### src/rtl/kp_pkg.sv
package kp_pkg;
   typedef enum logic [1:0] {
      KP_SEL_KEYS = 2'd0,
      KP_SEL_CTRL = 2'd1,
      KP_SEL_MASK = 2'd2,
      KP_SEL_CFG  = 2'd3
   } kp_sel_e;

   // Field positions decoded by host software
   localparam int KP_INTR_BIT = 15;
   localparam int KP_SCAN_BIT = 14;
   localparam int KP_DEB_LSB  = 11;
   localparam int KP_DEB_W    = KP_SCAN_BIT - KP_DEB_LSB;
   localparam int KP_MODE_LSB = 14;
   localparam int KP_MODE_W   = 2;
endpackage

### src/rtl/kp_keymap.sv
module kp_keymap #(
   parameter int NUM_KEYS = 16,
   parameter int IDX_W    = 4
) (
   input  logic                clk,
   input  logic                rst_n,
   input  logic                evt,
   input  logic [IDX_W-1:0]    idx,
   input  logic                down,
   output logic [NUM_KEYS-1:0] keys_nxt
);
   logic [NUM_KEYS-1:0] keys_q;

   for (genvar k = 0; k < NUM_KEYS; k++) begin : g_key
      logic hit;
      assign hit         = evt && (idx == IDX_W'(k));
      assign keys_nxt[k] = hit ? down : keys_q[k];
   end

   always_ff @(posedge clk or negedge rst_n) begin
      if (!rst_n) keys_q <= '0;
      else        keys_q <= keys_nxt;
   end
endmodule

### src/rtl/kp_irq.sv
module kp_irq #(
   parameter int NUM_KEYS = 16
) (
   input  logic                clk,
   input  logic                rst_n,
   input  logic                evt,
   input  logic                down,
   input  logic [NUM_KEYS-1:0] keys_nxt,
   input  logic [NUM_KEYS-1:0] mask,
   input  logic                hold_mode,
   input  logic                rd_clr,
   input  logic                wr_clr,
   output logic                intr_evt,
   output logic                intr_q
);
   logic any_unmasked;
   assign any_unmasked = |(keys_nxt & ~mask);

   always_comb begin
      intr_evt = intr_q;
      if (evt) begin
         if (down && any_unmasked && !intr_q)
            intr_evt = 1'b1;
         else if (intr_q && !any_unmasked && !hold_mode)
            intr_evt = 1'b0;
      end
   end

   always_ff @(posedge clk or negedge rst_n) begin
      if (!rst_n) intr_q <= 1'b0;
      else        intr_q <= intr_evt && !rd_clr && !wr_clr;
   end
endmodule

### src/rtl/kp_regs.sv
module kp_regs
   import kp_pkg::*;
#(
   parameter int NUM_KEYS = 16,
   parameter int DATA_W   = 16
) (
   input  logic                clk,
   input  logic                rst_n,
   input  logic                rd,
   input  logic                wr,
   input  kp_sel_e             sel,
   input  logic [DATA_W-1:0]   wdata,
   input  logic [NUM_KEYS-1:0] keys_nxt,
   input  logic                intr_evt,
   output logic [NUM_KEYS-1:0] mask_q,
   output logic [KP_MODE_W-1:0] mode_q,
   output logic                rd_clr,
   output logic                wr_clr,
   output logic [DATA_W-1:0]   rdata
);
   logic                scan_q;
   logic [KP_DEB_W-1:0] deb_q;
   logic [DATA_W-1:0]   keys_ext, mask_ext, rd_val;

   if (NUM_KEYS == DATA_W) begin : g_nopad
      assign keys_ext = keys_nxt;
      assign mask_ext = mask_q;
   end else begin : g_pad
      assign keys_ext = {{(DATA_W-NUM_KEYS){1'b0}}, keys_nxt};
      assign mask_ext = {{(DATA_W-NUM_KEYS){1'b0}}, mask_q};
   end

   assign rd_clr = rd && (sel == KP_SEL_KEYS) && mode_q[1];
   assign wr_clr = wr && (sel == KP_SEL_CTRL) && wdata[KP_SCAN_BIT];

   always_comb begin
      rd_val = '0;
      unique case (sel)
         KP_SEL_KEYS: rd_val = keys_ext;
         KP_SEL_CTRL: begin
            rd_val[KP_INTR_BIT] = intr_evt;
            rd_val[KP_SCAN_BIT] = scan_q || (keys_nxt == '0);
            rd_val[KP_DEB_LSB +: KP_DEB_W] = deb_q;
         end
         KP_SEL_MASK: rd_val = mask_ext;
         KP_SEL_CFG:  rd_val[KP_MODE_LSB] = mode_q[0];
         default:     rd_val = '0;
      endcase
   end

   always_ff @(posedge clk or negedge rst_n) begin
      if (!rst_n) begin
         scan_q <= 1'b1;
         deb_q  <= '0;
         mask_q <= '0;
         mode_q <= 2'b11;
         rdata  <= '0;
      end else begin
         if (rd) rdata <= rd_val;
         if (wr) begin
            unique case (sel)
               KP_SEL_CTRL: begin
                  scan_q <= wdata[KP_SCAN_BIT];
                  deb_q  <= wdata[KP_DEB_LSB +: KP_DEB_W];
               end
               KP_SEL_MASK: mask_q <= wdata[NUM_KEYS-1:0];
               KP_SEL_CFG:  mode_q <= wdata[KP_MODE_LSB +: KP_MODE_W];
               default: ;
            endcase
         end
      end
   end
endmodule

### src/rtl/kp_intc.sv
module kp_intc
   import kp_pkg::*;
#(
   parameter int NUM_KEYS = 16,
   parameter int DATA_W   = 16,
   localparam int IDX_W   = (NUM_KEYS > 1) ? $clog2(NUM_KEYS) : 1
) (
   input  logic              clk,
   input  logic              rst_n,
   input  logic              key_evt,
   input  logic [IDX_W-1:0]  key_idx,
   input  logic              key_down,
   input  logic              reg_rd,
   input  logic              reg_wr,
   input  logic [1:0]        reg_sel,
   input  logic [DATA_W-1:0] reg_wdata,
   output logic [DATA_W-1:0] reg_rdata,
   output logic              kint_n
);
   if (NUM_KEYS > DATA_W || NUM_KEYS < 1) begin : g_bad_keys
      $error("kp_intc: NUM_KEYS must be 1..DATA_W");
   end
   if (DATA_W < KP_INTR_BIT + 1) begin : g_bad_width
      $error("kp_intc: DATA_W too narrow for control fields");
   end

   logic [NUM_KEYS-1:0]  keys_nxt, mask_r;
   logic [KP_MODE_W-1:0] mode_r;
   logic                 intr_evt, intr_r, rd_clr, wr_clr;

   kp_keymap #(.NUM_KEYS(NUM_KEYS), .IDX_W(IDX_W)) u_map (
      .clk(clk), .rst_n(rst_n), .evt(key_evt), .idx(key_idx),
      .down(key_down), .keys_nxt(keys_nxt)
   );

   kp_irq #(.NUM_KEYS(NUM_KEYS)) u_irq (
      .clk(clk), .rst_n(rst_n), .evt(key_evt), .down(key_down),
      .keys_nxt(keys_nxt), .mask(mask_r), .hold_mode(mode_r[0]),
      .rd_clr(rd_clr), .wr_clr(wr_clr), .intr_evt(intr_evt), .intr_q(intr_r)
   );

   kp_regs #(.NUM_KEYS(NUM_KEYS), .DATA_W(DATA_W)) u_regs (
      .clk(clk), .rst_n(rst_n), .rd(reg_rd), .wr(reg_wr),
      .sel(kp_sel_e'(reg_sel)), .wdata(reg_wdata), .keys_nxt(keys_nxt),
      .intr_evt(intr_evt), .mask_q(mask_r), .mode_q(mode_r),
      .rd_clr(rd_clr), .wr_clr(wr_clr), .rdata(reg_rdata)
   );

   assign kint_n = ~intr_r;
endmodule

### config.mk
export PLATFORM = sky130hd
export DESIGN_NAME = kp_intc
export DESIGN_NICKNAME = d
export VERILOG_FILES = /design/src/rtl/kp_pkg.sv /design/src/rtl/kp_keymap.sv /design/src/rtl/kp_irq.sv /design/src/rtl/kp_regs.sv /design/src/rtl/kp_intc.sv
export SDC_FILE = /design/constraint.sdc
export NUM_CORES = 1
export LEC_CHECK = 0
export CORE_UTILIZATION = 55
export DETAILED_ROUTE_END_ITERATION = 10
export GPL_TIMING_DRIVEN = 1
export HOLD_SLACK_MARGIN = 0.1
export PLACE_DENSITY = 0.9
export RECOVER_POWER = 25
export SYNTH_ARGS = -nofsm -noshare
export SYNTH_HDL_FRONTEND = slang
export SYNTH_SLANG_ARGS = --single-unit
### constraint.sdc
create_clock -name clk -period 1.7 [get_ports clk]
set_input_delay 0.17 -clock clk [delete_from_list [all_inputs] [get_ports clk]]
set_output_delay 0.17 -clock clk [all_outputs]
set_load 0.02 [all_outputs]
* Yosys cells after proc, flatten, opt, wreduce, memory -nomap -nowiden
Index checks and enable logic that the tools add are counted.
** Storage, ports and cells
- Latch bits :: 0
- Bits in read-only memories :: 0
- Bits of input ports :: 28
- Memories :: 0
- Register bits :: 55
- Bits in writable memories :: 0
** Cells by class
- Equal/unequal tests :: 18
- $add $sub $neg :: 0
- Multiply operators :: 0
- Magnitude comparators :: 0
- Reduce and logical (&&, ||, !) cells :: 39
- Muxes and demuxes :: 23
- Shifts and indexed selects :: 0
- Divide/modulo/power cells :: 0
- Bitwise gates (word level) :: 3
** Operator list (number)
- $eq 4x4->1 const B :: 8
- $logic_and 1x1->1 :: 26
- $pmux 11 s2 :: 1
- $mux 1 :: 19
- $and 16x16->16 :: 1
- $eq 4x3->1 const B :: 4
- $logic_not 16->1 :: 1
- $not 16->16 :: 1
- $reduce_or 16->1 :: 1
- $pmux 3 s3 :: 1
- $eq 4x2->1 const B :: 2
- $reduce_and 2->1 :: 3
- $logic_not 1->1 :: 5
- $eq 2x2->1 const B :: 2
- $eq 4x1->1 const B :: 1
- $logic_not 4->1 :: 1
- $pmux 1 s4 :: 1
- $pmux 1 s3 :: 1
- $eq 2x1->1 const B :: 1
- $logic_not 2->1 :: 1
- $logic_or 1x1->1 :: 1
- $not 1->1 :: 1

* Depth between registers and ports, before layout
Gate-level depths: netlist (run 1).
- Depth in word-level cells :: 13
- Gate-level depth with buffers :: 8
- Mapped depth without buffers :: 6

* By module
From an unflattened synthesis (run 1), not the netlist that was laid out.
** Unflattened totals
- Cells, all modules :: 227
- Area, all modules :: 2643.8 µm²
** Modules (own cells, without submodules)
- kp_regs :: area an instance 1717.9 µm², instances 1, cells an instance 139, seq. area each 954.7 µm²
- kp_keymap :: area an instance 725.7 µm², instances 1, cells an instance 59, seq. area each 400.4 µm²
- kp_irq :: area an instance 196.4 µm², instances 1, cells an instance 28, seq. area each 25.0 µm²
- kp_intc :: area an instance 3.8 µm², instances 1, cells an instance 1, seq. area each 0.0 µm²

* Worst setup path before layout (run 1)
OpenSTA, ideal clock, no wires.
- Path type :: input port to flip-flop
- From :: in key_evt
- To :: reg u_regs.rdata[15]
- Setup time :: 0.129 ns
- Buffers on the path :: 2
- Stages on the path :: 8
- Setup slack :: 0.047 ns
- Data arrival time :: 1.524 ns
- Data required time :: 1.571 ns
- Cell sequence :: buf_6 and3_1 buf_6 and4b_1 nor4_2 o2111ai_1 nor4_2 o21ai_1
** Between the ends
- Cells in the longest elaborated chain, start to end :: 11
- Elaborated cells on any way between the ends :: 43
** Ends and longest elaborated chain
- start: declaration :: RTL line kp_intc.sv:10 : input logic key_evt,
- $logic_and 1x1->1 :: RTL line kp_keymap.sv:16 : assign hit = evt && (idx == IDX_W'(k));
- $mux 1 :: RTL line kp_keymap.sv:17 : assign keys_nxt[k] = hit ? down : keys_q[k];
- $and 16x16->16 :: RTL line kp_irq.sv:17 : assign any_unmasked = |(keys_nxt & ~mask);
- $reduce_or 16->1 :: RTL line kp_irq.sv:17
- $logic_not 1->1 :: RTL line kp_irq.sv:24 : else if (intr_q && !any_unmasked && !hold_mode)
- $logic_and 1x1->1 (2 in a row) :: RTL line kp_irq.sv:24
- $mux 1 :: RTL line kp_irq.sv:24
- $mux 1 :: RTL line kp_irq.sv:22 : if (down && any_unmasked && !intr_q)
- $mux 1 :: RTL line kp_irq.sv:21 : if (evt) begin
- $pmux 1 s3 * :: RTL line kp_regs.sv:38 : unique case (sel)
- end signal: assignment :: RTL line kp_regs.sv:59 : if (rd) rdata <= rd_val;
- end: declaration :: RTL line kp_regs.sv:19 : output logic [DATA_W-1:0] rdata
Every way passes the cells marked *; elsewhere a longest branch is shown, timed or not.
A chain may end at the register's enable or synchronous reset.

* Worst setup path after layout (run 1)
- From :: in key_idx[0]
- To :: reg u_regs.rdata[15]
** Between the ends
- Cells in the longest elaborated chain, start to end :: 12
- Elaborated cells on any way between the ends :: 59
** Ends and longest elaborated chain
- start: declaration :: RTL line kp_intc.sv:11 : input logic [IDX_W-1:0] key_idx,
- $eq 4x1->1, or another cell as far along :: RTL line kp_keymap.sv:16
- $logic_and 1x1->1 :: RTL line kp_keymap.sv:16
- $mux 1 :: RTL line kp_keymap.sv:17
- $and 16x16->16 :: RTL line kp_irq.sv:17
- $reduce_or 16->1 :: RTL line kp_irq.sv:17
- $logic_not 1->1 :: RTL line kp_irq.sv:24
- $logic_and 1x1->1 (2 in a row) :: RTL line kp_irq.sv:24
- $mux 1 :: RTL line kp_irq.sv:24
- $mux 1 :: RTL line kp_irq.sv:22
- $mux 1 :: RTL line kp_irq.sv:21
- $pmux 1 s3 * :: RTL line kp_regs.sv:38
Marks and branches as above.

==> results of run 1 <==
==> flip-flops by register name, indices dropped and copies added, names as in the netlist <==
register	flops
u_map.keys_q	16
u_regs.mask_q	16
u_regs.rdata	16
u_regs.deb_q	3
u_regs.mode_q	2
u_irq.intr_q	1
u_regs.scan_q	1
==> per-layer routing <==
metal / vias up / GRT usage, %
met1: 1420 / 44.8
met4: 0 / 11.3
met2: 148 / 48.6
met5: - / 0
met3: 21 / 4.24
li1: 1302 / -
==> cell families (layout without fill, tap and decap cells) <==
group           after synthesis  after routing  synth area share [%]
compound gates               71             71                  14.9
simple gates                 90             90                  17.2
flops                        55             55                  43.6
xor+xnor                      1              1                 0.277
mux                          46             46                  15.9
buf+inv                      41            141                  8.07
==> power groups by stage <==
| stage | sequential [mW] | clock [mW] | combinational, mW |
|---|---|---|---|
| after floorplan | 1.78 | 0 | 0.681 |
| after global placement | 1.77 | 0 | 1.25 |
| after detailed placement | 1.79 | 0 | 1.28 |
| after CTS | 1.76 | 0.857 | 1.30 |
| after global routing | 1.81 | 0.915 | 1.50 |
| final | 1.79 | 0.844 | 1.40 |
==> synth_stat cells, types with 2 or more instances <==
cell type / number
nor4_2: 2
and3b_2: 2
and2b_2: 2
dfrtp_1: 52
buf_6: 6
nor4b_1: 7
a31o_2: 2
or3b_2: 2
a31oi_1: 4
nor2_1: 14
mux2i_1: 12
o32ai_1: 4
o22ai_1: 13
and4b_1: 2
o21ai_0: 8
nand3b_1: 2
a22oi_1: 3
nor2b_1: 3
a211oi_1: 3
nor4_1: 3
inv_1: 20
and3_1: 2
nand2b_1: 11
nand3_1: 8
clkbuf_1: 6
nor3_1: 2
nand2_1: 20
o2111ai_1: 2
buf_4: 3
a21oi_1: 20
dfstp_2: 3
mux2_2: 34
==> worst reg2reg max path, cell delays in order (launching register included) <==
cell and delay [ps]:
dfrtp_1 410, nand2b_1 120, a21oi_1 50, nor4_2 340
o2111ai_2 210, nor4_4 330, o21ai_1 110
==> through the flow <==
stage	utilization (%)	setup TNS [ps]	setup slack [ps]	hold slack [ps]
finish	76.7	-45.1	-36.0	330
global route	76.7	-217	-108	350
CTS	74.9	0	4.39	395
detailed placement	71.9	-9120	-708	190
global placement	71.9	-8420	-644	181
floorplan	-	0	47.5	-126
==> final cells by class <==
cell class | instances | area [sq um]
clock inverter | 1 | 30.0
clock buffer | 6 | 72.6
timing repair buffer | 113 | 961
sequential | 55 | 1380
multi-input combinational | 208 | 1630
inverter | 21 | 78.8
tap | 72 | 90.1
fill | 375 | 1290
==> placed cells by master (no fill, tap or decap), types with 4 or more instances in the layout <==
master | synthesis | layout
inv_1 | 20 | 20
clkbuf_8 | 1 | 5
o22ai_1 | 13 | 13
nand3_1 | 8 | 8
o21ai_0 | 8 | 6
buf_4 | 3 | 62
mux2_2 | 34 | 34
clkbuf_2 | 1 | 5
nor2_1 | 14 | 14
nand2b_1 | 11 | 11
nor4b_1 | 7 | 5
a21oi_1 | 20 | 17
nor4_2 | 2 | 4
clkdlybuf4s50_1 | 0 | 37
dfrtp_1 | 52 | 51
nand2_1 | 20 | 19
a31oi_1 | 4 | 4
mux2i_1 | 12 | 12
==> how the worst min path moves through the flow <==
stage          startpoint  slack (ps)  depth (start not counted)                to
2_1_floorplan       rst_n        -130                          0      u_irq.intr_q
3_3_place_gp        rst_n         180                          2   u_regs.rdata[8]
3_5_place_dp        rst_n         190                          2   u_regs.rdata[6]
4_1_cts             rst_n         390                          3   u_regs.rdata[9]
5_1_grt          key_down         350                          4  u_map.keys_q[13]
6_report         key_down         330                          4  u_map.keys_q[13]
==> repair_timing <==
item | 4_1_cts | 5_1_grt
setup buffers | 6 | 4
setup endpoints to repair | 15 | 8
hold buffers | 1 | 0
resized for setup | 13 | 28
pin swaps | 7 | 11
endpoints found under the hold margin | 52 | 0
==> impl_metrics.toml, run 1 <==
[power]
powerDensity_nw_per_um2 = 948
p_sw_mw = 1.30
irDropWorstVdd_mv = 0.641
combPwrFrac_pct = 34.7
netSwitchingFraction_pct = 32.3
p_clk_share_pct = 21.0
power.total_mw = 4.03
p_leak_nw = 1.88
intPower_mw = 2.73
p_seq_share_pct = 44.3

[timing]
hold_violations = 0
fin_crit_sh_pct = 102
worst_pin_slew_ps = 760
report.final.slew_viol_count = 0
skew_ps = 6.13
slew_headroom_pct = 49.3
fmax_ghz = 0.576
grt_setup_unrepaired = "true"
fin_crit_ps = 1740
fin_ws_ps = -36.0
setup_viol = 2

[critical_path]
worst-path-buf-inv = 4
cpMaxStageDelayCell = "nor4_4"
rr_worst_depth = 6
cp.depth = 10
cp_data_required_time_ps = 1890
cp_top_family = "simple AND/OR/NAND/NOR gates"
arrival_ps = 1930
endpoint_kind = "flop"
cp_cell_sequence = "clkdlybuf4s15_1 > buf_6 > buf_4 > nor2b_1 > buf_4 > a21oi_2 > nor4_2 > o2111ai_2 > nor4_4 > o21ai_1"
crit_start = "key_idx[0]"
cpPeakStageDelay_ps = 330
cp-start-kind = "input port"
r2r_slack_ps = 10
cp_max_fo = 6
endpoint = "u_regs.rdata[15]"
crit_type = "in2reg"
timing.rr.start = "u_regs.mask_q[15]"
r2r-end = "u_regs.rdata[15]"
crit_path_frequent_cell = "buf_4"

[placed_design]
placed_area_sq_um = 3990
port_buffers = 44
gp_congestion = 0.907
dp.final_hpwl_microns = 6470
placed_cells = 458

[drt]
met2WireLength_microns = 4270
drt_iter0_markers = 258
met1_length_microns = 3920
via_per_inst = 6.07
wl_met3_microns = 653
drtAntennaViolNets = 0
first_pass_iters = 5
wl_per_cell_microns = 19.1
drc = 0
top_layer = "met4"
routed_wl_microns = 9100
dr_total_vias = 2891

[global_route]
grt_max_degree = 56
antenna_found_initial = 0
grt_overflow = 0
grt_pass1_vias = 2778
grt_usage_pct = 31.3
grt_first_pass_wirelength_microns = 14400

[synth]
ys_seq_elements = 55
syn_avg_cell_area_sq_um = 10.4
synth_edf_count = 0
synthTopCellsByArea = "dfrtp_1 41%, mux2_2 12%, mux2i_1 3.8%"
synthCells = 304
syn_nets = 332
yosysSeqAreaShare_pct = 43.6
yosys_warnings = 0
synth_top_area_share_pct = 41.1
ys.flop_type = "dfrtp_1"
async_reset_ff_share_pct = 100
yosysUniqueCellTypes = 59
synth_top_cell_by_area = "dfrtp_1"
synth_area_sq_um = 3160

[floorplan]
rows = 27
fp.dieH_microns = 77.8
initial_core_util_pct = 57.1
boundaryPins = 45
fp.dieW_microns = 77.8
core_region_area_sq_um = 5540
fp.dieArea_sq_um = 6060

[cells_and_area]
final_cells = 476
synthToLayoutAreaGrowth_pct = 34.3
finalNetCount = 432
fin_area_sq_um = 4250
drive_gt1_share_pct = 37.1
num_antenna_cells = 0

[run_status]
status = "complete, but fails checks"
violations = "setup timing"

[worst_hold_path]
hold_path.class = "in2reg"

[clock_network]
clk_pin_slew_worst_paths_ps = 90
clockRootBuffer = "clkbuf_8"
cts_tree = "done"
clock_path_buffers = 2
htree_levels = 2
clkSinkCount = 55
cts_made_buffers = 5
insertion_delay_ps = 310

[job]
cap_violations = 0
No activity file was read; power rests on OpenSTA's default activity.
==> run 2: changes to the inputs <==
--- a/config.mk
+++ b/config.mk
@@ -8,7 +8,7 @@
 export CORE_UTILIZATION = 55
 export DETAILED_ROUTE_END_ITERATION = 10
 export GPL_TIMING_DRIVEN = 1
-export HOLD_SLACK_MARGIN = 0.1
+export HOLD_SLACK_MARGIN = 0.05
 export PLACE_DENSITY = 0.9
 export RECOVER_POWER = 25
 export SYNTH_ARGS = -nofsm -noshare
==> results of run 2 <==
No change in the layout: final DEF, timing and power equal those of run 1.
==> run 3: changes to the inputs <==
--- a/config.mk
+++ b/config.mk
@@ -5,11 +5,12 @@
 export SDC_FILE = /design/constraint.sdc
 export NUM_CORES = 1
 export LEC_CHECK = 0
-export CORE_UTILIZATION = 55
+export CORE_UTILIZATION = 51
+export CTS_BUF_LIST = sky130_fd_sc_hd__clkbuf_4
 export DETAILED_ROUTE_END_ITERATION = 10
 export GPL_TIMING_DRIVEN = 1
 export HOLD_SLACK_MARGIN = 0.05
-export PLACE_DENSITY = 0.9
+export PLACE_DENSITY = 0.88
 export RECOVER_POWER = 25
 export SYNTH_ARGS = -nofsm -noshare
 export SYNTH_HDL_FRONTEND = slang
==> constraint.sdc (replaced) <==
create_clock -name clk -period 1.5 [get_ports clk]
set_input_delay 0.15 -clock clk [delete_from_list [all_inputs] [get_ports clk]]
set_output_delay 0.15 -clock clk [all_outputs]
set_load 0.02 [all_outputs]
==> impl_metrics.toml, run 3 (synthesis gave the netlist of run 1 again) <==
[cells_and_area]
fillers = 449
top_regs = "u_map.keys_q: 16 flops, u_regs.mask_q: 16 flops, u_regs.rdata: 16 flops"
final_common_cell = "buf_4"
synthToLayoutAreaGrowth_pct = 37.1
num_antenna_cells = 0
fin_area_sq_um = 4340
drive_gt1_share_pct = 39.6
final_cell_mix = "72 x buf_4, 51 x dfrtp_1, 32 x mux2_2"
finalNetCount = 444

[critical_path]
cp_max_fo = 2
endpoint_kind = "flop"
r2r-end = "u_regs.rdata[15]"
cp-start-kind = "flop"
rr_worst_depth = 6
cp_data_required_time_ps = 1780
r2r_slack_ps = -90
timing.rr.start = "u_regs.mask_q[8]"
arrival_ps = 1870
crit_start = "u_regs.mask_q[8]"
endpoint = "u_regs.rdata[15]"
crit_type = "reg2reg"

[global_route]
grt_first_pass_wirelength_microns = 13800
grt_pass1_vias = 2849
grt_usage_pct = 28.7
grt_overflow = 0
grt_max_degree = 31
antenna_found_initial = 0

[drt]
routed_wl_microns = 8850
drtAntennaViolNets = 0
drt_iter0_markers = 241
wl_per_cell_microns = 18.0
drc = 0
dr_total_vias = 2839
via_per_inst = 5.77
first_pass_iters = 4

[clock_network]
insertion_delay_ps = 380
clockRootBuffer = "clkbuf_4"
cts_tree = "done"
htree_levels = 2
clock_path_buffers = 2
clk_pin_slew_worst_paths_ps = 160
cts_made_buffers = 5
clkSinkCount = 55

[timing]
skew_ps = 10.8
slew_headroom_pct = 50.8
grt_setup_unrepaired = "true"
report.final.slew_viol_count = 0
fin_ws_ps = -93.9
hold_violations = 0
worst_pin_slew_ps = 738
fmax_ghz = 0.627
fin_crit_sh_pct = 106
setup_viol = 2
fin_crit_ps = 1590

[floorplan]
initial_core_util_pct = 53.1
fp.dieH_microns = 80.8
fp.dieArea_sq_um = 6520
core_region_area_sq_um = 5960
boundaryPins = 45
rows = 28
fp.dieW_microns = 80.8

[power]
p_leak_nw = 2.00
powerDensity_nw_per_um2 = 990
irDropWorstVdd_mv = 0.740

[placed_design]
placed_area_sq_um = 4070
gp_congestion = 0.920
dp.final_hpwl_microns = 6570
port_buffers = 44
dp_slack_ps = -861

[worst_hold_path]
hold_path.class = "in2reg"

[run_status]
violations = "setup timing"
status = "complete, but fails checks"

[job]
cap_violations = 0
## run 3: layout make-up
class                      instances  area, sq um  share of cell area (%)
tap                               75         93.8                    2.16
clock buffer                       6         45.0                    1.04
clock inverter                     2         12.5                   0.288
inverter                          21         78.8                    1.82
sequential                        55         1380                    31.8
timing repair buffer             125         1040                    24.0
multi-input combinational        208         1680                    38.8
## run 3: through the flow
| step | setup TNS [ps] | std cells | util, % | hold WS, ps | power (mW) |
|---|---|---|---|---|---|
| floorplan | -217 | 304 | - | -146 | 2.80 |
| global placement | -13990 | 472 | 68.4 | 68.6 | 3.43 |
| detailed placement | -15400 | 472 | 68.4 | 65.8 | 3.48 |
| CTS | -271 | 491 | 71.8 | 183 | 4.23 |
| global route | -332 | 492 | 72.8 | 295 | 4.52 |
| finish | -151 | 492 | 72.8 | 309 | 4.30 |
## run 3: power breakdown
| part | switching, mW | internal (mW) | leakage (nW) | total [mW] |
|---|---|---|---|---|
| combinational | 0.782 | 0.862 | 1.29 | 1.64 |
| clock | 0.463 | 0.205 | 0.0337 | 0.668 |
| sequential | 0.217 | 1.77 | 0.672 | 1.98 |
| total | 1.46 | 2.83 | 2.00 | 4.30 |
## run 3: worst max-delay path: stages, from the launching register on
cell,delay (ps)
dfrtp_1,380
nand2b_1,130
a21oi_2,40
a311oi_2,310
o2111ai_2,190
nor4_4,350
o21ai_1,100
## run 3: metal layers
layer / track usage [%] / wire length (microns) / vias up / part of all wire (%)
li1: - / - / 1331 / -
met1: 38.6 / 3820 / 1395 / 43
met2: 47.2 / 4390 / 103 / 50
met3: 4.27 / 483 / 10 / 5.5
met4: 10.2 / 157 / 0 / 1.8
met5: 0 / 0 / - / 0
## run 3: what timing repair did
| item | CTS | global route |
|---|---|---|
| pin swaps | 12 | 10 |
| gates resized for setup | 54 | 16 |
| buffers inserted | 11 | 1 |
| hold buffers | 1 | 0 |
| hold endpoints to repair | 52 | 0 |
| setup endpoints to repair | 33 | 5 |
## run 3: how the worst min path moves through the flow
stage / startpoint / cells after the start / slack (ps) / endpoint
detailed placement: rst_n / 1 / 70 / u_map.keys_q[4]
global placement: rst_n / 1 / 70 / u_regs.rdata[8]
floorplan: rst_n / 0 / -150 / u_irq.intr_q
finish: key_idx[0] / 4 / 310 / u_map.keys_q[13]
CTS: rst_n / 2 / 180 / u_regs.mask_q[0]
global route: key_idx[0] / 4 / 300 / u_map.keys_q[13]
